<file path="src/rtl/pcm_rx_pkg.sv">
package pcm_rx_pkg;
  localparam int unsigned SAMPLE_W = 32;
  localparam int unsigned LEN_W    = $clog2(SAMPLE_W + 1);
  localparam int unsigned POS_W    = $clog2(2 * SAMPLE_W + 2);

  typedef enum logic [1:0] {
    FMT_LJ  = 2'd0,
    FMT_RJ  = 2'd1,
    FMT_I2S = 2'd2,
    FMT_DSP = 2'd3
  } fmt_e;

  function automatic logic [LEN_W-1:0] word_len(input logic [1:0] code);
    case (code)
      2'd0:    return LEN_W'(16);
      2'd1:    return LEN_W'(20);
      2'd2:    return LEN_W'(24);
      default: return LEN_W'(32);
    endcase
  endfunction
endpackage

</file>
<file path="src/rtl/pcm_sync.sv">
module pcm_sync #(
  parameter int unsigned STAGES = 2,
  parameter int unsigned WIDTH  = 3
) (
  input  logic             clk_i,
  input  logic             rst_ni,
  input  logic [WIDTH-1:0] d_i,
  output logic [WIDTH-1:0] q_o
);
  logic [WIDTH-1:0] st_q [STAGES];

  for (genvar s = 0; s < STAGES; s++) begin : g_stage
    if (s == 0) begin : g_first
      always_ff @(posedge clk_i or negedge rst_ni)
        if (!rst_ni) st_q[s] <= '0;
        else         st_q[s] <= d_i;
    end else begin : g_next
      always_ff @(posedge clk_i or negedge rst_ni)
        if (!rst_ni) st_q[s] <= '0;
        else         st_q[s] <= st_q[s-1];
    end
  end

  assign q_o = st_q[STAGES-1];
endmodule

</file>
<file path="src/rtl/pcm_bit_timer.sv">
module pcm_bit_timer
  import pcm_rx_pkg::*;
(
  input  logic             clk_i,
  input  logic             rst_ni,
  input  logic             sck_i,
  input  logic             ws_i,
  input  logic [1:0]       fmt_i,
  input  logic             late_i,
  input  logic [LEN_W-1:0] len_i,
  output logic             bit_rise_o,
  output logic             done_l_o,
  output logic             done_r_o,
  output logic             use_prev_o
);
  localparam logic [POS_W-1:0] POS_IDLE = '1;

  logic             sck_q, ws_last_q, started_q;
  logic [POS_W-1:0] pos_q, pos_now, pos_next, off, rel, len_p, len_2;
  logic             trans, frame_start, in_word, hit_one, hit_two;
  logic             dl, dr, prev;
  fmt_e             fmt;

  assign fmt        = fmt_e'(fmt_i);
  assign bit_rise_o = sck_i & ~sck_q;
  assign trans      = ws_i ^ ws_last_q;

  always_comb begin
    frame_start = (fmt == FMT_DSP) ? (ws_i & ~ws_last_q) : trans;
    pos_now     = frame_start ? '0 : pos_q;
    pos_next    = (pos_now == POS_IDLE) ? POS_IDLE : pos_now + 1'b1;
    off         = POS_W'(((fmt == FMT_I2S) || ((fmt == FMT_DSP) && late_i)) ? 1 : 0);
    rel         = pos_now - off;
    len_p       = POS_W'(len_i);
    len_2       = {len_p[POS_W-2:0], 1'b0};
    in_word     = (pos_now != POS_IDLE) && (pos_now >= off);
    hit_one     = in_word && (rel == len_p - 1'b1);
    hit_two     = in_word && (rel == len_2 - 1'b1);
    dl = 1'b0; dr = 1'b0; prev = 1'b0;
    case (fmt)
      FMT_RJ: begin
        prev = 1'b1;
        dl   = trans & started_q & ~ws_last_q;
        dr   = trans & started_q &  ws_last_q;
      end
      FMT_DSP: begin
        dl = hit_one;
        dr = hit_two;
      end
      default: begin
        dl = hit_one & ~ws_i;
        dr = hit_one &  ws_i;
      end
    endcase
  end

  assign done_l_o   = bit_rise_o & dl;
  assign done_r_o   = bit_rise_o & dr;
  assign use_prev_o = prev;

  always_ff @(posedge clk_i or negedge rst_ni) begin
    if (!rst_ni) begin
      sck_q     <= 1'b0;
      ws_last_q <= 1'b0;
      started_q <= 1'b0;
      pos_q     <= POS_IDLE;
    end else begin
      sck_q <= sck_i;
      if (bit_rise_o) begin
        ws_last_q <= ws_i;
        started_q <= started_q | trans;
        pos_q     <= pos_next;
      end
    end
  end

  AST_RISE_SPACED: assert property (@(posedge clk_i) disable iff (!rst_ni)
    bit_rise_o |=> !bit_rise_o);
  AST_DONE_EXCL: assert property (@(posedge clk_i) disable iff (!rst_ni)
    $onehot0({done_l_o, done_r_o}));
endmodule

</file>
<file path="src/rtl/pcm_shift_core.sv">
module pcm_shift_core
  import pcm_rx_pkg::*;
(
  input  logic                clk_i,
  input  logic                rst_ni,
  input  logic                bit_rise_i,
  input  logic                sd_i,
  input  logic [LEN_W-1:0]    len_i,
  input  logic                done_l_i,
  input  logic                done_r_i,
  input  logic                use_prev_i,
  output logic [SAMPLE_W-1:0] left_o,
  output logic                left_valid_o,
  output logic [SAMPLE_W-1:0] right_o,
  output logic                right_valid_o
);
  logic [SAMPLE_W-1:0] sh_q, word_new, word_sel, aligned, low_mask;
  logic [LEN_W-1:0]    pad;

  assign word_new = {sh_q[SAMPLE_W-2:0], sd_i};
  // right-aligned: last bit shifted before the frame edge is the LSB
  assign word_sel = use_prev_i ? sh_q : word_new;
  assign pad      = LEN_W'(SAMPLE_W) - len_i;
  assign aligned  = word_sel << pad;
  assign low_mask = {SAMPLE_W{1'b1}} >> len_i;

  always_ff @(posedge clk_i or negedge rst_ni) begin
    if (!rst_ni) begin
      sh_q          <= '0;
      left_o        <= '0;
      right_o       <= '0;
      left_valid_o  <= 1'b0;
      right_valid_o <= 1'b0;
    end else begin
      left_valid_o  <= done_l_i;
      right_valid_o <= done_r_i;
      if (bit_rise_i) sh_q    <= word_new;
      if (done_l_i)   left_o  <= aligned;
      if (done_r_i)   right_o <= aligned;
    end
  end

  AST_STROBE_PULSE: assert property (@(posedge clk_i) disable iff (!rst_ni)
    (left_valid_o | right_valid_o) |=> !(left_valid_o | right_valid_o));
  AST_LEFT_HOLD: assert property (@(posedge clk_i) disable iff (!rst_ni)
    !left_valid_o |-> $stable(left_o));
  AST_RIGHT_HOLD: assert property (@(posedge clk_i) disable iff (!rst_ni)
    !right_valid_o |-> $stable(right_o));
  AST_LEFT_ALIGNED: assert property (@(posedge clk_i) disable iff (!rst_ni)
    left_valid_o |-> ((left_o & low_mask) == '0));
  AST_RIGHT_ALIGNED: assert property (@(posedge clk_i) disable iff (!rst_ni)
    right_valid_o |-> ((right_o & low_mask) == '0));
endmodule

</file>
<file path="src/rtl/pcm_serial_rx.sv">
module pcm_serial_rx
  import pcm_rx_pkg::*;
#(
  parameter int unsigned SYNC_STAGES = 2
) (
  input  logic                clk_i,
  input  logic                rst_ni,
  input  logic                sck_i,
  input  logic                ws_i,
  input  logic                sd_i,
  input  logic [1:0]          fmt_i,
  input  logic                dsp_late_i,
  input  logic [1:0]          len_sel_i,
  output logic [SAMPLE_W-1:0] left_o,
  output logic                left_valid_o,
  output logic [SAMPLE_W-1:0] right_o,
  output logic                right_valid_o
);
  logic [2:0]       pins_s;
  logic [LEN_W-1:0] len;
  logic             rise, done_l, done_r, use_prev;

  assign len = word_len(len_sel_i);

  // one synchronizer for all three pins keeps them mutually aligned
  pcm_sync #(.STAGES(SYNC_STAGES), .WIDTH(3)) u_sync (
    .clk_i (clk_i),
    .rst_ni(rst_ni),
    .d_i   ({sck_i, ws_i, sd_i}),
    .q_o   (pins_s)
  );

  pcm_bit_timer u_timer (
    .clk_i     (clk_i),
    .rst_ni    (rst_ni),
    .sck_i     (pins_s[2]),
    .ws_i      (pins_s[1]),
    .fmt_i     (fmt_i),
    .late_i    (dsp_late_i),
    .len_i     (len),
    .bit_rise_o(rise),
    .done_l_o  (done_l),
    .done_r_o  (done_r),
    .use_prev_o(use_prev)
  );

  pcm_shift_core u_core (
    .clk_i        (clk_i),
    .rst_ni       (rst_ni),
    .bit_rise_i   (rise),
    .sd_i         (pins_s[0]),
    .len_i        (len),
    .done_l_i     (done_l),
    .done_r_i     (done_r),
    .use_prev_i   (use_prev),
    .left_o       (left_o),
    .left_valid_o (left_valid_o),
    .right_o      (right_o),
    .right_valid_o(right_valid_o)
  );
endmodule

</file>
<file path="config.mk">
export PLATFORM = sky130hd
export DESIGN_NAME = pcm_serial_rx
export DESIGN_NICKNAME = d
export VERILOG_FILES = /design/src/rtl/pcm_rx_pkg.sv /design/src/rtl/pcm_sync.sv /design/src/rtl/pcm_bit_timer.sv /design/src/rtl/pcm_shift_core.sv /design/src/rtl/pcm_serial_rx.sv
export SDC_FILE = /design/constraint.sdc
export NUM_CORES = 1
export LEC_CHECK = 0
export CAP_MARGIN = 20
export CORE_ASPECT_RATIO = 2
export CORE_MARGIN = 5
export CORE_UTILIZATION = 40
export CTS_CLUSTER_DIAMETER = 100
export DETAILED_ROUTE_END_ITERATION = 8
export PLACE_DENSITY = 0.58
export SLEW_MARGIN = 20
export SYNTH_ARGS = -nofsm -noshare
export SYNTH_HDL_FRONTEND = slang
export SYNTH_SLANG_ARGS = --single-unit
</file>
<file path="constraint.sdc">
create_clock -name clk_i -period 9.2 [get_ports clk_i]
set_input_delay 1.38 -clock clk_i [delete_from_list [all_inputs] [get_ports clk_i]]
set_output_delay 1.38 -clock clk_i [all_outputs]
set_load 0.01 [all_outputs]
</file>
==> run summary <==
======================================================================================
Relative contribution of sequential cells to total power                         0.370
Largest buffer count on any clock path                                               2
Final total negative setup slack                                                  0 ns
Top cell type by total area after synthesis                                    dfrtp_1
Number of enable-type register cells in the synthesized netlist                      0
Critical path endpoint category                                              flip-flop
Count of synthesis-stage warnings from yosys                                         0
Die Span Y                                                                      187 µm
Synth Instances                                                                    576
Boundary pin count                                                                  76
Unrepaired setup endpoints after global routing                                  false
Average via count per standard cell                                               5.43
Distinct cell type count of the synthesized netlist                                 54
Part of the Yosys area used for sequential elements                              0.456
Ranking of synthesized cells by instance count                            126 x nand2_1, 107 x dfrtp_1, 53 x mux2i_1, 36 x mux2_2, 26 x nor2_1
Run status                                                                   completed
Total Nets Final                                                                   658
Core area                                                                    15400 µm²
Number of nets produced by synthesis                                               594
Number of sinks handled by clock tree synthesis                                    114
Setup slack after placement                                                    3.44 ns
Number of hold violations in the final report                                        0
Share of the cycle needed by the critical path after routing                     0.590
Register clock-pin slew on the reported worst setup and hold paths             0.05 ns
Total number of vias                                                              4618
Most frequently used cell type in the post-synthesis netlist                   nand2_1
Total area of multi-input combinational cells                                 3140 µm²
Cell types occupying the most area after synthesis                        dfrtp_1 43%, mux2i_1 8.5%, nand2_1 7.5%
Number of buffers inserted by port buffering                                        75
Fraction of final layout cells sized beyond drive strength 1                     0.207
Worst hold slack across all endpoints                                         0.347 ns
Placed wire-length estimate after detailed placement                          11500 µm
Required arrival time at the worst endpoint                                    9.49 ns
Number of DRC markers after the initial detailed-route iteration                   231
ANT nets after route                                                                 0
Reg2reg start                                                             u_timer.ws_last_q
Die footprint                                                                18400 µm²
Tightest Hold Check Type                                                    reg -> reg
Startpoint type of the worst setup path                                      input pin
Largest net degree at the start of global routing                                   59
Number of antenna violations at the first check in global routing                    0
Maximum clock frequency                                                      0.184 GHz
Post-synthesis cell area                                                      6270 µm²
Number of clock buffers inserted by TritonCTS                                       17
Crit-path max FO                                                                    33
Clk_lat worst skew                                                             0.41 ns
Ys async rst share                                                                1.00
PD cells                                                                    224 nW/µm²
Area share of the largest cell type after synthesis                              0.427
Area occupied by registers                                                    2860 µm²
DRC Markers                                                                          0
WL per Instance                                                                18.3 µm
X dimension of the die                                                         98.5 µm
Number of buffers inserted by post-CTS setup repair                                  0
Share of power burned in the clock network                                       0.385
CTS root buffer                                                              clkbuf_16
Arrival time worst endpoint                                                    5.72 ns
Slew of the pin with the lowest slew margin                                    1.12 ns
Least setup slack across all paths after layout                                3.77 ns
Relative area change from synthesis to final layout                              23.7%
Post-CTS Hold Buffers                                                                0
Hold Startpoint                                                           u_sync.st_q[5]
Starting density of the core                                                     0.408
Sw power                                                                        512 µW
Power share of the combinational group                                           0.245
Int Pwr                                                                        1220 µW
Number of global-route vias before repair                                         4692
Final number of max-transition violations                                            0
# fillers                                                                         1415
Worst-case register-to-register setup slack                                    4.73 ns
Weighted congestion reported at the end of routability-driven placement          0.884
Total global-route track usage                                                   0.174
Number of max-cap violations                                                         0
Setup violations, final                                                              0
Count of state elements after synthesis                                            114
Cell leakage power                                                          0.00349 µW
Kind of critical path                                                        in -> reg
Number of H-tree branching levels                                                    4
VDD IR max                                                                  0.000141 V
Syn Area/Cell                                                                 10.9 µm²
Routed wire length                                                            15600 µm
Shortest period the worst path allows                                          5.43 ns
Clk_skew                                                                    0.00864 ns
Slew margin rel.                                                                 0.255
Grt total ovfl                                                                       0
Count of standard-cell rows                                                         64
Most common flop cell mapped by yosys                                          dfrtp_1
Number of detailed-route iterations in the first pass                                5
Number of gates resized after cts                                                    0
Switching share of total power                                                   0.295
Total chip power                                                               1730 µW
TritonCTS clock tree                                                              done
Worst Setup SP                                                                fmt_i[1]
Global-route wire length before repair                                        25300 µm
Diodes inserted                                                                      0
======================================================================================
## cells by family after synthesis
kind of cell    synth area share
xor+xnor                 0.00977
compound gates            0.0728
mux                        0.267
flops                      0.456
buf+inv                   0.0457
simple gates               0.133
fa+ha+maj                 0.0160
## area by class of cell
type,count,share of cell area
Timing Repair Buffer,82,0.106
Clock buffer,19,0.0571
Multi-Input combinational cell,404,0.405
Inverter,21,0.0102
Tap cell,198,0.0319
Sequential cell,114,0.369
Clock inverter,13,0.0208
## worst paths after layout
path,end,depth (start not counted)
max in group asynchronous,u_core.left_o[10],2
min in group asynchronous,u_sync.st_q[4],1
setup reg to reg,u_core.right_o[31],14
hold reg to reg,u_sync.q_o[2],0
setup / recovery,u_core.right_o[31],13
hold / removal,u_sync.q_o[2],0
## cells in the final DEF (no fill, tap or decap), types with 3 or more instances in the layout
cell type,n
mux2i_1,53
a31oi_1,6
a31o_2,3
clkinv_2,3
nor4_1,7
o22ai_1,10
mux2_4,25
nand4_1,4
clkinv_4,3
nand2_1,126
dfstp_2,7
ha_1,8
nand2b_1,4
a21oi_1,10
mux2_2,36
dfrtp_1,107
o21ai_0,10
buf_4,7
o22a_1,5
bufinv_16,3
a21boi_0,3
clkinvlp_4,4
clkbuf_16,17
nand3_1,7
nor3_1,4
clkdlybuf4s50_1,74
nor2_1,26
inv_1,21
and3_1,3
xnor2_1,5
mux4_2,16
## state kept, by name, summed over array words and instances (netlist names)
| register | count |
|---|---|
| u_core.left_o | 32 |
| u_core.left_valid_o | 1 |
| u_core.right_o | 32 |
| u_core.right_valid_o | 1 |
| u_core.sh_q | 32 |
| u_sync.q_o | 3 |
| u_sync.st_q | 3 |
| u_timer.pos_q | 7 |
| u_timer.sck_q | 1 |
| u_timer.started_q | 1 |
| u_timer.ws_last_q | 1 |
## worst max-delay path: stages
cell	delay [ns]
clkdlybuf4s50_1	0.74
a21oi_1	0.23
nor2_1	0.46
nand2_1	0.14
ha_1	0.32
ha_1	0.30
inv_1	0.14
o31ai_1	0.11
o22ai_1	0.16
o21ai_0	0.10
nor4_1	0.34
a211o_2	0.83
mux2_2	0.41
## power groups by stage
stage	combinational [µW]	clock (µW)	sequential, µW
finish	424	668	642
global route	459	710	654
CTS	427	682	643
detailed placement	424	0	651
global placement	416	0	648
floorplan	248	0	645
## stage by stage
| stage | std cells | instance area (µm²) | utilization |
|---|---|---|---|
| 2_1_floorplan | 576 | 6270 | - |
| 3_3_place_gp | 818 | 7120 | 0.463 |
| 3_5_place_dp | 819 | 7150 | 0.465 |
| 4_1_cts | 851 | 7760 | 0.504 |
| 5_1_grt | 851 | 7760 | 0.504 |
| 6_report | 851 | 7760 | 0.504 |
## layer usage
| metal | vias to the layer above | track usage | part of all wire |
|---|---|---|---|
| met5 | - | 0 | 0 |
| met4 | 0 | 0.0736 | 0.030 |
| met1 | 2303 | 0.186 | 0.37 |
| met2 | 122 | 0.326 | 0.57 |
| li1 | 2167 | - | - |
| met3 | 26 | 0.0325 | 0.033 |
Power figures use the tool's default switching activity.
